`src/rtl/bootmap_decoder.sv`:
```
module bootmap_decoder #(
  parameter int ADDR_W    = 16,
  parameter int BLK_W     = 11,
  parameter int ROM_BLKS  = 2,
  parameter int RAM_SEL_N = 8,
  parameter int IO_ADDR_W = 8,
  parameter int IO_GRP_W  = 2,
  parameter int IO_SEL_N  = 8,
  parameter logic [7:0] IO_BASE = 8'hE0
) (
  input  logic                 clk,
  input  logic                 rst_n,
  input  logic [ADDR_W-1:0]    addr,
  input  logic                 mreq_n,
  input  logic                 iorq_n,
  input  logic                 relocate_in,
  input  logic                 disable_in,
  output logic                 rom_cs_n,
  output logic [RAM_SEL_N-1:0] ram_cs_n,
  output logic [IO_SEL_N-1:0]  io_cs_n
);

  localparam int RAM_IDX_W  = $clog2(RAM_SEL_N);
  localparam int RAM_SPAN_W = BLK_W + RAM_IDX_W;
  localparam int IO_IDX_W   = $clog2(IO_SEL_N);
  localparam int IO_LOW_W   = IO_GRP_W + IO_IDX_W;
  localparam int ROM_BYTES  = ROM_BLKS << BLK_W;
  localparam logic [ADDR_W-1:0] ROM_LO_END  = ADDR_W'(ROM_BYTES);
  localparam logic [ADDR_W-1:0] ROM_HI_BASE = ADDR_W'((1 << ADDR_W) - ROM_BYTES);

  logic reloc_q, dis_q;

  always_ff @(posedge clk or negedge rst_n) begin
    if (!rst_n) begin
      reloc_q <= 1'b0;
      dis_q   <= 1'b0;
    end else begin
      reloc_q <= relocate_in;
      dis_q   <= disable_in;
    end
  end

  logic mem_cyc, io_cyc, rom_hit, ram_zone, io_zone;
  logic [RAM_IDX_W-1:0] ram_blk;
  logic [IO_IDX_W-1:0]  io_grp;

  assign mem_cyc  = !mreq_n && iorq_n;
  assign io_cyc   = !iorq_n && mreq_n;
  assign rom_hit  = !dis_q && (reloc_q ? (addr >= ROM_HI_BASE) : (addr < ROM_LO_END));
  assign ram_zone = addr[ADDR_W-1:RAM_SPAN_W] == '0;
  assign ram_blk  = addr[RAM_SPAN_W-1:BLK_W];
  assign io_zone  = addr[IO_ADDR_W-1:IO_LOW_W] == IO_BASE[IO_ADDR_W-1:IO_LOW_W];
  assign io_grp   = addr[IO_LOW_W-1:IO_GRP_W];

  assign rom_cs_n = !(mem_cyc && rom_hit);

  for (genvar k = 0; k < RAM_SEL_N; k++) begin : g_ram
    assign ram_cs_n[k] = !(mem_cyc && ram_zone && !rom_hit && ram_blk == RAM_IDX_W'(k));
  end

  for (genvar k = 0; k < IO_SEL_N; k++) begin : g_io
    assign io_cs_n[k] = !(io_cyc && io_zone && io_grp == IO_IDX_W'(k));
  end

  assert_boot_low_R1: assert property (@(posedge clk) disable iff (!rst_n)
    (!reloc_q && !dis_q && !mreq_n && iorq_n && addr < ROM_LO_END) |-> (!rom_cs_n && &ram_cs_n));

  assert_high_only_R2: assert property (@(posedge clk) disable iff (!rst_n)
    (reloc_q && !rom_cs_n) |-> (addr >= ROM_HI_BASE));

  assert_disable_wins_R3: assert property (@(posedge clk) disable iff (!rst_n)
    dis_q |-> rom_cs_n);

  assert_backfill_R5: assert property (@(posedge clk) disable iff (!rst_n)
    ((reloc_q || dis_q) && !mreq_n && iorq_n && addr < ROM_LO_END) |-> (rom_cs_n && !ram_cs_n[ram_blk]));

  assert_mem_strobe_R8: assert property (@(posedge clk) disable iff (!rst_n)
    (!rom_cs_n || !(&ram_cs_n)) |-> (!mreq_n && iorq_n));

  assert_io_strobe_R8: assert property (@(posedge clk) disable iff (!rst_n)
    !(&io_cs_n) |-> (!iorq_n && mreq_n));

  assert_capture_R9: assert property (@(posedge clk) disable iff (!rst_n)
    rst_n |=> (reloc_q == $past(relocate_in) && dis_q == $past(disable_in)));

  assert_one_select_R10: assert property (@(posedge clk) disable iff (!rst_n)
    $countones({~rom_cs_n, ~ram_cs_n, ~io_cs_n}) <= 1);

endmodule

```
`config.mk`:
```
export PLATFORM = sky130hd
export DESIGN_NAME = bootmap_decoder
export DESIGN_NICKNAME = d
export VERILOG_FILES = /design/src/rtl/bootmap_decoder.sv
export SDC_FILE = /design/constraint.sdc
export NUM_CORES = 1
export LEC_CHECK = 0
export BUFFER_PORTS_ARGS = -buffer_cell sky130_fd_sc_hd__buf_2
export CAP_MARGIN = 30
export CORE_AREA = 5 5 42 44
export DETAILED_ROUTE_END_ITERATION = 6
export DIE_AREA = 0 0 47 49
export PLACE_DENSITY = 0.62
export SKIP_CTS_REPAIR_TIMING = 1
export SYNTH_ARGS = -nofsm -noshare
export SYNTH_HDL_FRONTEND = slang
export SYNTH_SLANG_ARGS = --single-unit
```
`constraint.sdc`:
```
create_clock -name clk -period 1 [get_ports clk]
set_clock_uncertainty 0.2 [all_clocks]
set_input_delay 0 -clock clk [delete_from_list [all_inputs] [get_ports clk]]
set_output_delay 0 -clock clk [all_outputs]
set_load 0.01 [all_outputs]
```
==> impl_metrics.csv <==
group,metric,value,unit
layout,n_antenna_cell,0,
synthesis,ys_types,13,
clock_network,cts_tree,"done",
route,ant_nets,0,
power,switching_share,26.1,%
power,vdd_drop_max,0.532,mV
die,dieWidth,47,um
synthesis,syn-mean-instance-area,6.13,um2
power,internal_power,0.000307,W
route,num_vias,465,
sta,rsz0062_at_grt,"yes",
layout,syn2layout_area_growth,174,%
power,power.switching,0.000108,W
route,wl,1120,um
job,cap_violations,0,
route,dr.pass1.iters,1,
sta,min_period,1230,ps
sta,fin_ws,-233,ps
worst_setup_path,critPathLaunchType,"register",
die,rows,14,
layout,fin_nets,114,
power,power_frac_comb,35.5,%
synthesis,synth_top_area_share,20.4,%
clock_network,cts_sinks,2,
route,via_per_inst,4.39,
worst_setup_path,cpLargestDelayFamily,"flip-flops",
min_path,min_from,"addr[11]",
grt,grt_pass1_vias,376,
grt,overflow,0,
clock_network,clkTransAtPathRegs,30,ps
synthesis,synth-main-ff-cell,"dfrtp_1",
sta,finalHoldViolCount,0,
place,dpl.hpwl,855,um
clock_network,cts-buffers-inserted,3,
sta,fin_tns_setup,-1960,ps
synthesis,yosys.cell_count.top_type,"nand2_1",
sta,slew_viol_final,0,
grt,grt_pass1_wl,1440,um
synthesis,synth_seq_cells,2,
worst_setup_path,end_kind,"output pin",
power,clkPwrFrac,42.9,%
power,p_total,0.000415,W
route,drt-wirelength-per-cell,10.5,um
die,initial_core_util,17.5,%
power,powerDensity,617,nW/um2
worst_setup_path,path_cells,"nor3b_1 -> o21ai_1 -> buf_2",
worst_setup_path,crit_type,"register to output pin",
min_path,whs_path_depth,3,
die,fp.dieH,49,um
synthesis,synth_area_leaders,"dfrtp_1, nand2_1, or3_1",
route,dr.first_iter.drc_count,0,
synthesis,yosysTopAreaCell,"dfrtp_1",
layout,drive_gt1_share,64.4,%
worst_setup_path,critPathSlowestCell,"dfrtp_1",
grt,grtUsageTotal,8.10,%
worst_setup_path,critPathBufInv,1,
sta,clock.fmax,811,MHz
worst_setup_path,slowest_delay,390,ps
sta,period_share,123,%
die,dieArea,2300,um2
status,status,"complete, but fails checks",
place,gp_congestion,0.661,
die,io_pins,39,
grt,grt_max_degree,6,
worst_setup_path,worstPathMaxFanout,2,
die,core_area,1400,um2
worst_setup_path,arrival,1030,ps
power,leakage,0.283,nW
min_path,hold-path-endpoint,"ram_cs_n[1]",
status,violations,"setup timing",
synthesis,syn-cell-area,245,um2
clock_network,clockRootBuffer,"clkbuf_4",
synthesis,netlist_instances,40,
worst_setup_path,cp.required,800,ps
min_path,hp-class,"input pin to output pin",
sta,worst_pin_slew,232,ps
route,drcViolationCount,0,
synthesis,ys_seq_area_share,20.4,%
synthesis,synth_edf_count,0,
synthesis,synthArstFlopShare,100,%
clock_network,clockBufferDepth,2,
place,io_buffer_count,33,
sta,relSlewSlack,84.5,%
synthesis,synthesis.nets,62,
synthesis,synth_common_cells,"nand2_1, or3_1, nand3_1, nor2_1, nor3_1",
sta,setup_violations,17,
grt,antenna_found_initial,0,
power,power_frac_seq,21.6,%
clock_network,ctsHtreeMaxLevel,1,
synthesis,yosys_warnings,0,
==> logic make-up (layout without fill, tap and decap cells) <==
logic type      Yosys count  in the layout  synth area share, %
compound gates            1              1                 2.04
buf+inv                   3             53                 4.59
flops                     2              2                 20.4
simple gates             34             34                 73.0
==> placed cells by master (no fill, tap or decap), drive strengths merged <==
cell type    instances
nand4b               1
or3                  7
nand2               10
or3b                 1
nor2                 4
clkbuf               3
nor2b                2
nor3                 4
dfrtp                2
buf                 43
dlygate4sd3          4
nor3b                1
nand3                4
inv                  3
o21ai                1
==> state kept, by name, indices dropped and copies added (netlist names) <==
signal and cells:
dis_q 1, reloc_q 1
==> stage by stage <==
step | hold WS [ps] | instances | util, % | instance area (um2) | worst slack [ps]
after CTS | -652 | 100 | 36.6 | 513 | -289
after global routing | 116 | 106 | 48.0 | 673 | -316
final | 89.4 | 106 | 48.0 | 673 | -233
after floorplan | -496 | 40 | - | 245 | 16.9
after detailed placement | -414 | 97 | 35.0 | 490 | -206
after global placement | -415 | 97 | 35.0 | 490 | -188
==> how the worst max path moves through the flow <==
stage / from / end / slack, ps / cells after the start
after floorplan: addr[13] / ram_cs_n[2] / 20 / 2
after global placement: addr[15] / ram_cs_n[5] / -190 / 4
after detailed placement: addr[13] / ram_cs_n[2] / -210 / 4
after CTS: reloc_q / ram_cs_n[0] / -290 / 4
after global routing: reloc_q / ram_cs_n[0] / -320 / 4
final: dis_q / rom_cs_n / -230 / 3
==> per-layer routing <==
| metal | track usage (%) | vias up | part of all wire (%) |
|---|---|---|---|
| li1 | - | 240 | - |
| met1 | 8.15 | 208 | 32 |
| met2 | 14.9 | 17 | 58 |
| met3 | 2.21 | 0 | 9.7 |
| met4 | 2.76 | 0 | 0 |
| met5 | 0 | - | 0 |
==> final cells by class <==
cell class / instances / area (um2)
sequential: 2 / 50.0
fill: 146 / 728
tap: 16 / 20.0
clock buffer: 3 / 22.5
timing repair buffer: 47 / 335
multi-input combinational: 35 / 229
inverter: 3 / 16.3
==> tightest hold or removal path, stage by stage <==
cell	delay, ps
buf_2	110
nand2_1	50
buf_2	130
==> power groups by stage <==
stage / registers, W / logic (W) / clock network, W
after floorplan: 0.0000886 / 0.0000282 / 0
after global routing: 0.0000901 / 0.000164 / 0.000195
final: 0.0000896 / 0.000148 / 0.000178
after CTS: 0.0000888 / 0.0000967 / 0.000186
after detailed placement: 0.0000897 / 0.0000965 / 0
after global placement: 0.0000895 / 0.0000938 / 0
Note: power is estimated with default switching activity, not from simulation.
